==> config.mk <==
export PLATFORM = sky130hd
export DESIGN_NAME = sd_adc_reader
export DESIGN_NICKNAME = d
export VERILOG_FILES = /design/src/rtl/adcrd_pkg.sv /design/src/rtl/adcrd_sclk_gen.sv /design/src/rtl/adcrd_frame.sv /design/src/rtl/adcrd_eoc_wait.sv /design/src/rtl/sd_adc_reader.sv
export SDC_FILE = /design/constraint.sdc
export NUM_CORES = 1
export LEC_CHECK = 0
export BUFFER_PORTS_ARGS = -buffer_cell sky130_fd_sc_hd__buf_2
export CAP_MARGIN = 20
export CORE_ASPECT_RATIO = 1.25
export CORE_MARGIN = 4
export CORE_UTILIZATION = 35
export DETAILED_ROUTE_END_ITERATION = 7
export GPL_TIMING_DRIVEN = 0
export MAX_ROUTING_LAYER = met4
export PLACE_DENSITY_LB_ADDON = 0.08
export SYNTH_ARGS = -nofsm -noshare
export SYNTH_HDL_FRONTEND = slang
export SYNTH_SLANG_ARGS = --single-unit
==> constraint.sdc <==
create_clock -name clk -period 2.1 [get_ports clk]
set_input_delay 0.105 -clock clk [delete_from_list [all_inputs] [get_ports clk]]
set_output_delay 0.105 -clock clk [all_outputs]
set_load 0.03 [all_outputs]
==> src/rtl/adcrd_pkg.sv <==
package adcrd_pkg;
   localparam int FRAME_BITS = 32;
   localparam int CFG_BITS   = 11;
   localparam int DATA_BITS  = 25;

   typedef enum logic [1:0] {
      ST_IDLE = 2'd0,
      ST_WAIT = 2'd1,
      ST_XFER = 2'd2
   } rd_state_t;

   // Outgoing word: fixed 1,0 preamble, setting MSB first, zero fill.
   function automatic logic [FRAME_BITS-1:0] tx_word(input logic [CFG_BITS-1:0] c);
      return {2'b10, c, {(FRAME_BITS-2-CFG_BITS){1'b0}}};
   endfunction
endpackage

==> src/rtl/adcrd_sclk_gen.sv <==
module adcrd_sclk_gen #(
   parameter int HALF_PER = 2
) (
   input  logic clk,
   input  logic rst_n,
   input  logic run_i,
   output logic sclk_o,
   output logic rise_o,
   output logic fall_o
);
   initial begin
      assert (HALF_PER >= 1) else $error("HALF_PER must be at least 1");
   end

   generate
      if (HALF_PER == 1) begin : g_fast
         always_ff @(posedge clk or negedge rst_n) begin
            if (!rst_n)      sclk_o <= 1'b0;
            else if (!run_i) sclk_o <= 1'b0;
            else             sclk_o <= ~sclk_o;
         end
         assign rise_o = run_i && !sclk_o;
         assign fall_o = run_i &&  sclk_o;
      end else begin : g_div
         localparam int CW = $clog2(HALF_PER);
         localparam logic [CW-1:0] RELOAD = CW'(HALF_PER - 1);
         logic [CW-1:0] cnt_q;
         logic          tick;

         assign tick = run_i && (cnt_q == '0);

         always_ff @(posedge clk or negedge rst_n) begin
            if (!rst_n) begin
               cnt_q  <= RELOAD;
               sclk_o <= 1'b0;
            end else if (!run_i) begin
               cnt_q  <= RELOAD;
               sclk_o <= 1'b0;
            end else if (tick) begin
               cnt_q  <= RELOAD;
               sclk_o <= ~sclk_o;
            end else begin
               cnt_q  <= cnt_q - 1'b1;
            end
         end
         assign rise_o = tick && !sclk_o;
         assign fall_o = tick &&  sclk_o;
      end
   endgenerate

   // the serial clock never rises while the generator is stopped
   p_idle_low_r4: assert property (@(posedge clk) disable iff (!rst_n)
      !$past(run_i) |-> !sclk_o);
endmodule

==> src/rtl/adcrd_frame.sv <==
module adcrd_frame
   import adcrd_pkg::*;
(
   input  logic                 clk,
   input  logic                 rst_n,
   input  logic                 load_i,
   input  logic [CFG_BITS-1:0]  cfg_i,
   input  logic                 sclk_i,
   input  logic                 rise_i,
   input  logic                 fall_i,
   input  logic                 sdo_i,
   output logic                 sdi_o,
   output logic                 last_o,
   output logic [1:0]           hdr_o,
   output logic [DATA_BITS-1:0] data_o
);
   localparam int BW = $clog2(FRAME_BITS);

   logic [FRAME_BITS-1:0] tx_q;
   logic [FRAME_BITS-1:0] rx_q;
   logic [BW-1:0]         bit_q;

   always_ff @(posedge clk or negedge rst_n) begin
      if (!rst_n) begin
         tx_q  <= '0;
         rx_q  <= '0;
         bit_q <= '0;
      end else begin
         if (load_i) begin
            tx_q  <= tx_word(cfg_i);
            bit_q <= '0;
         end else if (fall_i) begin
            tx_q  <= {tx_q[FRAME_BITS-2:0], 1'b0};
            bit_q <= bit_q + 1'b1;
         end
         if (rise_i) rx_q <= {rx_q[FRAME_BITS-2:0], sdo_i};
      end
   end

   assign sdi_o  = tx_q[FRAME_BITS-1];
   assign last_o = fall_i && (bit_q == BW'(FRAME_BITS - 1));
   assign hdr_o  = rx_q[FRAME_BITS-1 -: 2];
   assign data_o = rx_q[FRAME_BITS-3 -: DATA_BITS];

   // data to the converter holds steady through each high phase
   p_sdi_stable_r5: assert property (@(posedge clk) disable iff (!rst_n)
      (sclk_i && $past(sclk_i)) |-> $stable(sdi_o));
endmodule

==> src/rtl/adcrd_eoc_wait.sv <==
module adcrd_eoc_wait #(
   parameter int TMO_CYC = 4096
) (
   input  logic clk,
   input  logic rst_n,
   input  logic active_i,
   input  logic use_busy_i,
   input  logic sdo_i,
   input  logic busy_i,
   output logic ready_o,
   output logic expire_o
);
   assign ready_o = active_i && (use_busy_i ? !busy_i : !sdo_i);

   generate
      if (TMO_CYC == 0) begin : g_no_tmo
         assign expire_o = 1'b0;
      end else begin : g_tmo
         localparam int TW = $clog2(TMO_CYC + 1);
         logic [TW-1:0] cnt_q;

         always_ff @(posedge clk or negedge rst_n) begin
            if (!rst_n)         cnt_q <= '0;
            else if (!active_i) cnt_q <= '0;
            else                cnt_q <= cnt_q + 1'b1;
         end
         assign expire_o = active_i && !ready_o && (cnt_q == TW'(TMO_CYC - 1));

         // expiry only ever follows an uninterrupted waiting stretch
         p_expire_active_r9: assert property (@(posedge clk) disable iff (!rst_n)
            expire_o |-> $past(active_i));
      end
   endgenerate
endmodule

==> src/rtl/sd_adc_reader.sv <==
module sd_adc_reader
   import adcrd_pkg::*;
#(
   parameter int HALF_PER = 2,
   parameter int TMO_CYC  = 4096,
   parameter int RES_W    = 32
) (
   input  logic                clk,
   input  logic                rst_n,
   input  logic                req_i,
   input  logic [CFG_BITS-1:0] cfg_i,
   input  logic                wait_busy_i,
   input  logic                sdo_i,
   input  logic                busy_i,
   output logic                cs_n_o,
   output logic                sclk_o,
   output logic                sdi_o,
   output logic [RES_W-1:0]    result_o,
   output logic [CFG_BITS-1:0] cfg_o,
   output logic                valid_o,
   output logic                frame_err_o,
   output logic                timeout_o
);
   initial begin
      assert (RES_W >= DATA_BITS) else $error("RES_W narrower than result field");
   end

   rd_state_t           state_q;
   logic                mode_q;
   logic [CFG_BITS-1:0] cfg_q;
   logic                ready, expire, last, rise, fall;
   logic [1:0]          hdr;
   logic [DATA_BITS-1:0] data;
   logic signed [RES_W-1:0] ext;

   adcrd_eoc_wait #(.TMO_CYC(TMO_CYC)) u_wait (
      .clk(clk), .rst_n(rst_n),
      .active_i(state_q == ST_WAIT), .use_busy_i(mode_q),
      .sdo_i(sdo_i), .busy_i(busy_i),
      .ready_o(ready), .expire_o(expire)
   );

   adcrd_sclk_gen #(.HALF_PER(HALF_PER)) u_sclk (
      .clk(clk), .rst_n(rst_n), .run_i(state_q == ST_XFER),
      .sclk_o(sclk_o), .rise_o(rise), .fall_o(fall)
   );

   adcrd_frame u_frame (
      .clk(clk), .rst_n(rst_n),
      .load_i(ready), .cfg_i(cfg_q),
      .sclk_i(sclk_o), .rise_i(rise), .fall_i(fall), .sdo_i(sdo_i),
      .sdi_o(sdi_o), .last_o(last), .hdr_o(hdr), .data_o(data)
   );

   always_comb ext = RES_W'($signed(data));

   always_ff @(posedge clk or negedge rst_n) begin
      if (!rst_n) begin
         state_q     <= ST_IDLE;
         mode_q      <= 1'b0;
         cfg_q       <= '0;
         result_o    <= '0;
         cfg_o       <= '0;
         valid_o     <= 1'b0;
         frame_err_o <= 1'b0;
         timeout_o   <= 1'b0;
      end else begin
         valid_o     <= 1'b0;
         frame_err_o <= 1'b0;
         timeout_o   <= 1'b0;
         unique case (state_q)
            ST_IDLE: if (req_i) begin
               cfg_q   <= cfg_i;
               mode_q  <= wait_busy_i;
               state_q <= ST_WAIT;
            end
            ST_WAIT: begin
               if (expire) begin
                  timeout_o <= 1'b1;
                  state_q   <= ST_IDLE;
               end else if (ready) begin
                  state_q <= ST_XFER;
               end
            end
            ST_XFER: if (last) begin
               state_q <= ST_IDLE;
               cfg_o   <= cfg_q;
               if (hdr != 2'b00) begin
                  frame_err_o <= 1'b1;
               end else begin
                  valid_o  <= 1'b1;
                  result_o <= ext;
               end
            end
            default: state_q <= ST_IDLE;
         endcase
      end
   end

   assign cs_n_o = !((state_q == ST_XFER) || (state_q == ST_WAIT && !mode_q));

   // serial clock is low whenever the converter is deselected
   p_sclk_idle_r4: assert property (@(posedge clk) disable iff (!rst_n)
      cs_n_o |-> !sclk_o);
   // in flag mode chip select falls only after busy was seen low
   p_busy_start_r3: assert property (@(posedge clk) disable iff (!rst_n)
      ($fell(cs_n_o) && mode_q) |-> !$past(busy_i));
   // polled mode leaves waiting only after the data line read 0
   p_poll_start_r2: assert property (@(posedge clk) disable iff (!rst_n)
      (state_q == ST_XFER && $past(state_q) == ST_WAIT && !mode_q) |-> !$past(sdo_i));
   // at most one completion pulse at a time
   p_pulse_excl_r8: assert property (@(posedge clk) disable iff (!rst_n)
      $onehot0({valid_o, frame_err_o, timeout_o}));
   // valid lasts a single cycle
   p_valid_pulse_r7: assert property (@(posedge clk) disable iff (!rst_n)
      valid_o |=> !valid_o);
endmodule

* Word level (Yosys, flattened, before mapping) *
Cells that the tools add are included.

storage, ports and cells
  flip-flop bits (word level) = 137
  bits in latches = 0
  bits in writable memories = 0
  bits in read-only memories = 0
  bits of input ports = 17
  output and inout port bits = 49
  logic and storage cells = 73
  memories kept = 0

operators by class
  add/sub/neg operators = 3
  multiply operators = 0
  div/mod/pow operators = 0
  magnitude comparators = 0
  equal/unequal tests = 8
  shifts and indexed selects = 0
  mux-type cells = 23
  bitwise gates (word level) = 3
  reductions and logical operators = 22

operators by type and width
  kind                                                   count
  two-way mux 32 bit                                     2
  adder 13 x 1 -> 13 bit, second input constant          1
  equality test 13 x 12 -> 1 bit, second input constant  1
  two-way mux 1 bit                                      13
  two-way mux 13 bit                                     1
  two-way mux 5 bit                                      2
  logical AND 1 bit                                      8
  two-way mux 2 bit                                      4
  logical NOT 1 bit                                      6
  inequality test 2 bit, second input constant           3
  one-hot mux 2 bit (3 select lines)                     1
  AND reduction 3 bit                                    2
  adder 5 x 1 -> 5 bit, second input constant            1
  equality test 5 bit, second input constant             1
  AND reduction 2 bit                                    2
  nonzero test 2 bit                                     2
  inequality test 3 bit, second input constant           1
  NOT 1 bit                                              3
  equality test 2 x 1 -> 1 bit, second input constant    1
  equality test 2 bit, second input constant             1
  logical NOT 2 bit                                      1
  logical OR 1 bit                                       1
  subtractor 1 bit, second input constant                1

* Longest topological paths before layout *
Gate-level depths: netlist of run 1.

  depth after elaboration = 8
  depth in mapped cells = 6
  mapped depth without buffers = 5

* Hierarchy *
From an unflattened synthesis of run 1, not the netlist that was laid out.

unflattened totals
  cell total of the unflattened synthesis = 373
  area total of the unflattened synthesis = 5,042.3 sq um

by module, submodules not included
  module          instances  cells each  area each (sq um)  sequential area each (sq um)
  adcrd_frame     1          172         2,244.7            1,251.2
  sd_adc_reader   1          130         2,055.7            1,326.3
  adcrd_eoc_wait  1          64          654.4              325.3
  adcrd_sclk_gen  1          7           87.6               51.3

* Worst setup path before layout of run 1 *
Ideal clock, no wire load.

  path kind = flip-flop to flip-flop
  start = register u_frame.bit_q[0]
  end = register cfg_o[10]
  library setup time = 125 ps
  arrival time = 1,557 ps
  required time = 1,975 ps
  path slack = 418 ps
  stages on the path, launching flop included = 7
  path through = dfrtp_1 > ha_1 > and3_1 > ha_1 > nand2_1 > buf_4 > mux2_2

on the way
  cells in the longest elaborated chain, start to end = 3

ends and longest elaborated chain
  item                                  RTL line             RTL
  start, declared                       adcrd_frame.sv:21    logic [BW-1:0] bit_q;
  start signal, assigned                adcrd_frame.sv:34    bit_q <= bit_q + 1'b1;
  equality test 5 bit                   adcrd_frame.sv:41    assign last_o = fall_i && (bit_q == BW'(FRAME_BITS - 1));
  logical AND 1 bit                     adcrd_frame.sv:41
  AND reduction 2 bit (no source line)  -
  end signal, assigned                  sd_adc_reader.sv:87  cfg_o <= cfg_q;
  end, declared                         sd_adc_reader.sv:19  output logic [CFG_BITS-1:0] cfg_o,

Every way passes these cells.
A chain may end at the register's enable or synchronous reset.

* Worst setup path after layout of run 1 *
  start = register u_wait.g_tmo.cnt_q[0]
  end = register state_q[0]

on the way
  cells in the longest elaborated chain, start to end = 4

ends and longest elaborated chain
  item                                                                                        RTL line              RTL
  start, declared                                                                             adcrd_eoc_wait.sv:20  logic [TW-1:0] cnt_q;
  start signal, assigned                                                                      adcrd_eoc_wait.sv:25  else cnt_q <= cnt_q + 1'b1;
  equality test 13 x 12 -> 1 bit (*)                                                          adcrd_eoc_wait.sv:27  assign expire_o = active_i && !ready_o && (cnt_q == TW'(TMO_CYC - 1));
  logical AND 1 bit (*)                                                                       adcrd_eoc_wait.sv:27
  inequality test 3 bit (no source line) or two-way mux 2 bit (tied branches)                 -
  AND reduction 3 bit (no source line) or one-hot mux 2 bit (3 select lines) (tied branches)  -
  end signal, assigned                                                                        sd_adc_reader.sv:59   state_q <= ST_IDLE;
  end signal, assigned                                                                        sd_adc_reader.sv:75   state_q <= ST_WAIT;
  end signal, assigned                                                                        sd_adc_reader.sv:80   state_q <= ST_IDLE;
  end, declared                                                                               sd_adc_reader.sv:28   rd_state_t state_q;

Mark *: on every way between the ends. The rest lies on a longest branch, timed or not.

==> flow_metrics.tcl, run 1 <==
set metrics [dict create \
    fillers 1247 \
    dieWidth_um 112.7 \
    fin_skew_ns 0.01052 \
    dpl.hpwl_um 6131 \
    path_max_fanout 9 \
    whs_ns 0.1659 \
    globalplace.congestion 0.7258 \
    drive_above_1_share 0.4144 \
    cts_tree "yes" \
    crit_chain "ha_1, nand4_1, or4_1, a31o_2" \
    dp_slack_ns 0.1877 \
    dr.pass1.iters 4 \
    ios 66 \
    wire_per_inst_um 14.03 \
    start_util 0.3592 \
    syn_nets 381 \
    hold_path_class "input pin to flop" \
    critical_path_class "flop to flop" \
    outcome "finished, final reports clean" \
    syn_inst 361 \
    max_stage_delay_ns 0.60 \
    p_per_area_mw_per_mm2 1074 \
    clock_latency_ns 0.41 \
    grt_max_degree 70 \
    grt_first_pass_wirelength_um 15580 \
    cp-start-kind "flop" \
    rsz0062_at_grt "false" \
    instances_no_fill 644 \
    routed_wirelength_um 9036 \
    fin_area_mm2 0.006091 \
    drt_iter0_drc 94 \
    worstHoldPathCells 3 \
    ys_warn_count 0 \
    p_total_mw 6.544 \
    h-tree-depth 4 \
    post_drt_via_cell_ratio 4.758 \
    fin_setup_tns_ns 0 \
    reg2reg_depth 4 \
    regToRegStartpoint "u_wait.g_tmo.cnt_q[0]$_DFF_PN0_" \
    nNetsFinal 480 \
    dp.cells 598 \
    cp.arrival_ns 2.20 \
    hold_violations 0 \
    netlist_area_mm2 0.004795 \
    power_leakage_nw 3.018 \
    clock_path_buffers 2 \
    critPathSlowestCell "or4_1" \
    clock_sinks 118 \
    die-height_um 138.9 \
    worst_pin_slew_ns 0.6840 \
    vias 3064 \
    crit_path_end_kind "flop" \
    seq_area_mm2 0.002954 \
    synthFlopType "dfrtp_1" \
    drv_cap 0 \
    crit_family "simple AND/OR/NAND/NOR gates" \
    async_flop_share 1.000 \
    critPathBufInv 0 \
    drtAntennaViolNets 0 \
    fin_crit_sh 0.9088 \
    cp.required_ns 2.39 \
    path_clk_slew_ns 0.06 \
    grt_pass1_vias 3251 \
    ys_seq_area_frac 0.6161 \
    fin_util 0.4563 \
    cts_setup_buffers 0 \
    antenna_found_initial 0 \
    avgSynthCellArea_um2 13.28 \
    slew_headroom 0.5430 \
    floorplan.core_area_mm2 0.01335 \
    synth_edf_count 0 \
    slew_violations 0 \
    reg2reg_to "state_q[0]$_DFFE_PN0P_" \
    setup_viol 0 \
    route.detailed.drc 0 \
    grt_overflow 0 \
    root_buffer "clkbuf_16" \
    final_cell_mix "dfrtp_1, mux2_2, buf_2" \
    max_freq_ghz 0.5240 \
    io_buffers 65 \
    grt_util_all_layers 0.1278 \
    place_area_mm2 0.005368 \
    multi_input_area_mm2 0.001685 \
    fin_crit_ns 1.908 \
    ys_types 41 \
    rows 47 \
    insertedDiodeCount 0 \
    layout_commonest_cell "dfrtp_1" \
    hold_start "busy_i" \
    cts_buffers 17 \
    die_area_mm2 0.01565 \
    ir_drop_uv 524.6 \
    setup_ws_ns 0.1915 \
    rrSetupSlack_ns 0.19 \
    holdPathEnd "state_q[0]$_DFFE_PN0P_" \
    synth_seq_cells 118 \
    syn_to_final_growth_pct 27.04 \
]
routing by layer:
metal  wire length, um  GRT usage  up-vias
met5                 0          -        -
met4               128    0.04367        0
met3               456    0.04540        9
met2              4362     0.1966       69
met1              4089     0.1563     1511
li1                  -          -     1475
worst max path at each step:
stage / cells after the start / slack (ns) / start / to
final: 4 / 0.19 / u_wait.g_tmo.cnt_q[0]$_DFF_PN0_ / state_q[0]$_DFFE_PN0P_
after global routing: 4 / 0.07 / u_wait.g_tmo.cnt_q[0]$_DFF_PN0_ / state_q[0]$_DFFE_PN0P_
after CTS: 4 / 0.05 / state_q[1]$_DFFE_PN0P_ / cs_n_o
after detailed placement: 6 / 0.19 / u_frame.bit_q[0]$_DFFE_PN0P_ / cfg_o[8]$_DFFE_PN0P_
after global placement: 1 / -0.63 / rst_n / cfg_q[7]$_DFFE_PN0P_
after floorplan: 6 / 0.42 / u_frame.bit_q[0]$_DFFE_PN0P_ / cfg_o[10]$_DFFE_PN0P_
state kept, by name, summed over array words and instances, names as in the netlist:
name and count:
u_sclk.g_div.cnt_q 1, u_frame.rx_q 32, frame_err_o 1, u_frame.bit_q 5, u_sclk.sclk_o 1, cfg_o 11
u_wait.g_tmo.cnt_q 13, valid_o 1, u_frame.tx_q 13, cfg_q 11, result_o 25, timeout_o 1
state_q 2, mode_q 1
where the power goes:
| group | total [mW] | internal [mW] | switching (mW) | leakage [nW] |
|---|---|---|---|---|
| clock | 2.80 | 1.75 | 1.05 | 0.273 |
| sequential | 2.84 | 2.61 | 0.232 | 1.58 |
| combinational | 0.908 | 0.423 | 0.485 | 1.17 |
| total | 6.54 | 4.78 | 1.76 | 3.02 |
timing repair:
action / in CTS / in global routing
resized for setup: 0 / 2
hold buffers: 14 / 0
endpoints found under the hold margin: 62 / 0
endpoints found under the setup margin: 0 / 1
synthesized netlist by cell type (all sizes together) (2+ instances only):
master,n,area share
nor3,12,0.014
mux2,80,0.19
o21a,4,0.0063
inv,4,0.0031
or4,4,0.0063
nand2,36,0.028
dfrtp,117,0.61
ha,3,0.0078
or3,4,0.0052
xnor2,2,0.0037
o21ai,6,0.0063
buf,16,0.025
nand3,8,0.011
a21oi,10,0.010
nand2b,4,0.0052
o31ai,3,0.0047
nand4,3,0.0039
nor2,10,0.0078
xor2,3,0.0055
nor4,2,0.0026
clkbuf,6,0.0047
a31oi,10,0.013
logic make-up (layout without fill, tap and decap cells):
kind of cell | Yosys count | count (layout) | synth area share
DFF | 118 | 118 | 0.6161
AOI/OAI and AO/OA | 37 | 37 | 0.04750
xor gates and xnor gates | 5 | 5 | 0.009135
adders and majority gates | 3 | 3 | 0.007830
and+or+nand+nor | 91 | 91 | 0.09708
muxes | 81 | 81 | 0.1900
buffers and inverters | 26 | 138 | 0.03236
layout make-up:
| cell class | count | share of cell area |
|---|---|---|
| Clock inverter | 14 | 0.02506 |
| Buffer | 22 | 0.02321 |
| Clock buffer | 18 | 0.07046 |
| Inverter | 4 | 0.002465 |
| Multi-Input combinational cell | 217 | 0.2767 |
| Timing Repair Buffer | 80 | 0.08196 |
| Sequential cell | 118 | 0.4850 |
| Tap cell | 171 | 0.03513 |
worst min-delay path: cells and delay by family:
| family | cells | cell delay (ns) |
|---|---|---|
| multiplexers | 1 | 0.19 |
| AO/OA/AOI/OAI | 1 | 0.16 |
| buffers and inverters | 1 | 0.08 |
(Power assumes the default switching activity.)
==> inputs of run 2 (changes only) <==
==> constraint.sdc (replaced) <==
create_clock -name clk -period 1.87 [get_ports clk]
set_input_delay 0.0935 -clock clk [delete_from_list [all_inputs] [get_ports clk]]
set_output_delay 0.0935 -clock clk [all_outputs]
set_load 0.03 [all_outputs]
==> run 2 against run 1 <==
Effect of this change: hold slack got worse by 0.0064 ns; final cell count increased by 0.16%; cell area increased by 0.58%; die area unchanged; clock skew increased by 0.0014 ns; first-iteration DRC count decreased by 21%; global-route usage increased by 0.13 points; sequential power increased by 12%; count of clock-buffer cells in the layout unchanged; critical path depth unchanged; critical endpoint is now cs_n_o.
==> flow_metrics.tcl, run 2 (synthesis results as in run 1) <==
set metrics [dict create \
    worst_pin_slew_ns 0.4873 \
    fin_crit_sh 0.9513 \
    globalplace.congestion 0.7258 \
    cts_buffers 17 \
    slew_headroom 0.6751 \
    grt_pass1_vias 3264 \
    p_per_area_mw_per_mm2 1204 \
    fin_skew_ns 0.01195 \
    cts_tree "yes" \
    drt_iter0_drc 74 \
    floorplan.core_area_mm2 0.01335 \
    regToRegStartpoint "u_sclk.g_div.cnt_q$_DFF_PN1_" \
    whs_ns 0.1595 \
    rsz0062_at_grt "false" \
    hold_path_class "input pin to flop" \
    hold_start "busy_i" \
    dr.pass1.iters 5 \
    hold_violations 0 \
    instances_no_fill 645 \
    syn_to_final_growth_pct 27.77 \
    dpl.hpwl_um 6131 \
    reg2reg_depth 5 \
    drive_above_1_share 0.4241 \
    place_area_mm2 0.005368 \
    dieWidth_um 112.7 \
    fin_area_mm2 0.006126 \
    io_buffers 65 \
    drtAntennaViolNets 0 \
    holdPathEnd "state_q[0]$_DFFE_PN0P_" \
    clock_path_buffers 2 \
    top_register "u_frame.rx_q" \
    routed_wirelength_um 9069 \
    rows 47 \
    root_buffer "clkbuf_16" \
    h-tree-depth 4 \
    layout_commonest_cell "dfrtp_1" \
    nNetsFinal 481 \
    power_leakage_nw 3.024 \
    critical_path_class "flop to output port" \
    slew_violations 0 \
    top_regs "u_frame.rx_q: 32 flops, result_o: 25 flops" \
    ios 66 \
    rrSetupSlack_ns 0.09 \
    ir_drop_uv 560.3 \
    p_total_mw 7.373 \
    crit_path_end_kind "output port" \
    fin_crit_ns 1.779 \
    fin_util 0.4589 \
    insertedDiodeCount 0 \
    route.detailed.drc 0 \
    outcome "finished, final reports clean" \
    start_util 0.3592 \
    worstHoldPathCells 3 \
    grt_max_degree 70 \
    clock_sinks 118 \
    grt_util_all_layers 0.1291 \
    reg2reg_to "result_o[9]$_DFFE_PN0P_" \
    clock_latency_ns 0.41 \
    fillers 1244 \
    path_clk_slew_ns 0.05 \
    post_drt_via_cell_ratio 4.740 \
    cp-start-kind "flop" \
    grt_first_pass_wirelength_um 15720 \
    grt_overflow 0 \
    cp.required_ns 1.78 \
    antenna_found_initial 0 \
    largest_reg_flops 32 \
    die_area_mm2 0.01565 \
    setup_viol 0 \
    final_cell_mix "dfrtp_1, mux2_2, buf_2" \
    die-height_um 138.9 \
    cp.arrival_ns 1.69 \
    wire_per_inst_um 14.06 \
    drv_cap 0 \
    path_max_fanout 10 \
    vias 3057 \
    dp.cells 598 \
    max_freq_ghz 0.5622 \
]
[run 2: changes by cell type in the layout (fill, tap and decap cells not counted), sizes merged]
cell    change
clkbuf      +1
[run 2: worst max path at each step]
stage	slack (ns)	from	to
2_1_floorplan	0.19	u_frame.bit_q[0]$_DFFE_PN0P_	cfg_o[10]$_DFFE_PN0P_
3_3_place_gp	-0.85	rst_n	cfg_q[7]$_DFFE_PN0P_
3_5_place_dp	-0.04	u_frame.bit_q[0]$_DFFE_PN0P_	cfg_o[8]$_DFFE_PN0P_
4_1_cts	0.006	state_q[1]$_DFFE_PN0P_	cs_n_o
5_1_grt	0.01	state_q[1]$_DFFE_PN0P_	cs_n_o
6_report	0.09	state_q[1]$_DFFE_PN0P_	cs_n_o
[run 2: critical path, stage by stage, from the launching register on]
cell      delay, ns
dfrtp_1        0.45
nand2b_2       0.25
clkbuf_4       0.21
o21a_1         0.20
buf_2          0.18
[run 2: layer usage]
layer / vias up / global-route usage / share of wire
met5: - / - / 0
met4: 0 / 0.04367 / 0.015
li1: 1477 / - / -
met3: 11 / 0.04540 / 0.041
met2: 59 / 0.1985 / 0.48
met1: 1510 / 0.1585 / 0.46
[run 2: power breakdown]
| group | leakage, nW | switching [mW] | internal, mW |
|---|---|---|---|
| clock network | 0.273 | 1.17 | 1.97 |
| logic | 1.18 | 0.549 | 0.489 |
| registers | 1.58 | 0.268 | 2.93 |
[run 2: stage by stage]
stage / setup TNS, ns / setup slack, ns
after detailed placement: -0.4970 / -0.04232
after global routing: 0 / 0.01063
after global placement: -99.08 / -0.8509
after CTS: 0 / 0.005719
final: 0 / 0.09116
after floorplan: 0 / 0.1881
[run 2: layout make-up]
| type | instances | area, um2 | area share |
|---|---|---|---|
| Timing Repair Buffer | 81 | 506.7 | 0.08272 |
| Inverter | 4 | 15.01 | 0.002451 |
| Clock inverter | 14 | 152.6 | 0.02492 |
| Tap cell | 171 | 214.0 | 0.03493 |
| Buffer | 22 | 150.1 | 0.02451 |
| Sequential cell | 118 | 2954 | 0.4822 |
| Multi-Input combinational cell | 217 | 1704 | 0.2782 |
| Clock buffer | 18 | 429.2 | 0.07006 |
[run 2: what timing repair did]
item | in CTS | in global routing
pin swaps | 1 | 0
endpoints found under the hold margin | 62 | 0
resized for setup | 4 | 6
endpoints found under the setup margin | 17 | 55
buffers inserted | 1 | 0
hold buffers | 14 | 0
==> inputs of run 3 (changes only) <==
--- a/config.mk
+++ b/config.mk
@@ -7,9 +7,10 @@
 export LEC_CHECK = 0
 export BUFFER_PORTS_ARGS = -buffer_cell sky130_fd_sc_hd__buf_2
 export CAP_MARGIN = 20
-export CORE_ASPECT_RATIO = 1.25
+export CORE_ASPECT_RATIO = 0.6
 export CORE_MARGIN = 4
 export CORE_UTILIZATION = 35
+export CTS_BUF_LIST = sky130_fd_sc_hd__clkbuf_2
 export DETAILED_ROUTE_END_ITERATION = 7
 export GPL_TIMING_DRIVEN = 0
 export MAX_ROUTING_LAYER = met4
==> run 3 against run 2 <==
Effect of this change: power fell by 16%; combinational power up 14%; wire length up 6.7%; final cell count rose by 1.1%; sequential share of layout area grew 1.7 points; hold slack gained 0.049 ns; critical path depth up 2; critical endpoint is now result_o[14]$_DFFE_PN0P_; largest power group unchanged.
==> flow_metrics.tcl, run 3 (synthesis results as in run 1) <==
set metrics [dict create \
    die_area_mm2 0.01570 \
    top_regs "u_frame.rx_q: 32 flops, result_o: 25 flops" \
    clock_latency_ns 0.63 \
    max_freq_ghz 0.5671 \
    rrSetupSlack_ns 0.11 \
    cts_buffers 17 \
    reg2reg_depth 6 \
    grt_pass1_vias 3186 \
    cp-start-kind "flop" \
    path_max_fanout 10 \
    crit_path_end_kind "flop" \
    dp.cells 597 \
    fin_crit_ns 1.763 \
    root_buffer "clkbuf_2" \
    hold_path_class "input pin to flop" \
    io_buffers 65 \
    fin_skew_ns 0.03274 \
    cp.arrival_ns 2.28 \
    insertedDiodeCount 0 \
    nNetsFinal 489 \
    dieWidth_um 159.1 \
    fin_setup_tns_ns 0 \
    rsz0062_at_grt "false" \
    wire_per_inst_um 14.85 \
    die-height_um 98.66 \
    top_register "u_frame.rx_q" \
    worstHoldPathCells 3 \
    vias 3108 \
    setup_viol 0 \
    routed_wirelength_um 9679 \
    antenna_found_initial 0 \
    path_clk_slew_ns 0.19 \
    final_cell_mix "dfrtp_1, mux2_2, buf_2" \
    h-tree-depth 4 \
    grt_max_degree 93 \
    worst_pin_slew_ns 0.4965 \
    power_leakage_nw 2.968 \
    drive_above_1_share 0.4295 \
    floorplan.core_area_mm2 0.01313 \
    dr.pass1.iters 4 \
    ir_drop_uv 395.0 \
    largest_reg_flops 32 \
    cts_tree "yes" \
    whs_ns 0.2082 \
    clock_path_buffers 2 \
    grt_util_all_layers 0.1361 \
    ios 66 \
    grt_first_pass_wirelength_um 16630 \
    p_total_mw 6.199 \
    slew_headroom 0.6690 \
    post_drt_via_cell_ratio 4.767 \
    layout_commonest_cell "dfrtp_1" \
    fin_crit_sh 0.9430 \
    hold_violations 0 \
    rows 32 \
    dpl.hpwl_um 6284 \
    cp.required_ns 2.39 \
    p_per_area_mw_per_mm2 1047 \
    slew_violations 0 \
    drv_cap 0 \
    start_util 0.3651 \
    globalplace.congestion 0.7869 \
    drtAntennaViolNets 0 \
    grt_overflow 0 \
    drt_iter0_drc 131 \
    clock_sinks 118 \
    instances_no_fill 652 \
    route.detailed.drc 0 \
    syn_to_final_growth_pct 23.54 \
    critical_path_class "flop to flop" \
    outcome "finished, final reports clean" \
]
==> run 3: cell types whose count changed in the layout (fill, tap and decap cells not counted), moves of 4 or more <==
cell	before	now
clkbuf_2	0	20
clkbuf_16	17	1
buf_4	10	15
clkinv_4	4	0
==> run 3: final timing paths <==
path | start | endpoint
max | u_frame.bit_q[0]$_DFFE_PN0P_ | result_o[14]$_DFFE_PN0P_
min | cfg_i[6] | cfg_q[6]$_DFFE_PN0P_
max reg2reg | u_frame.bit_q[0]$_DFFE_PN0P_ | result_o[14]$_DFFE_PN0P_
min reg2reg | u_frame.rx_q[0]$_DFFE_PN0P_ | u_frame.rx_q[0]$_DFFE_PN0P_
max in group asynchronous | rst_n | u_sclk.g_div.cnt_q$_DFF_PN1_
min in group asynchronous | rst_n | cfg_o[7]$_DFFE_PN0P_
==> run 3: through the flow <==
step | setup slack (ns) | utilization | instance area (um2)
finish | 0.1065 | 0.4510 | 5923
global route | 0.008259 | 0.4510 | 5923
CTS | -0.006172 | 0.4487 | 5893
floorplan | 0.1881 | - | 4795
detailed placement | -0.05499 | 0.4086 | 5366
global placement | -0.8548 | 0.4061 | 5333
==> run 3: power breakdown <==
group | internal, mW | switching [mW]
Sequential | 2.92 | 0.269
Combinational | 0.595 | 0.593
Clock | 0.873 | 0.950
==> run 3: worst max-delay path: stages (launching register included) <==
cell     delay [ns]
dfrtp_1        0.44
ha_1           0.21
and3_1         0.15
ha_2           0.21
nand3_4        0.14
buf_6          0.17
mux2_2         0.34
==> run 3: repair_timing <==
action,in CTS,in global routing
buffers inserted,4,2
gates resized for setup,11,6
pin swaps,2,0
gates cloned,0,0
hold buffers,18,0
hold endpoints to repair,135,0
setup endpoints to repair,16,65
==> run 3: layout make-up <==
type / instances / area (um2)
well taps: 170 / 212.7
multi-input cells: 217 / 1712
clock inverters: 12 / 158.9
flip-flops and latches: 118 / 2955
plain buffers: 21 / 168.9
inverters: 4 / 15.01
clock buffers: 20 / 100.1
repair buffers: 90 / 600.6
fillers: 1252 / 7209
==> run 3: routing by layer <==
layer	vias to the layer above	track usage	share of wire
li1	1498	-	-
met1	1540	0.1935	0.53
met2	59	0.1853	0.42
met3	11	0.03510	0.038
met4	0	0.05400	0.011
met5	-	-	0
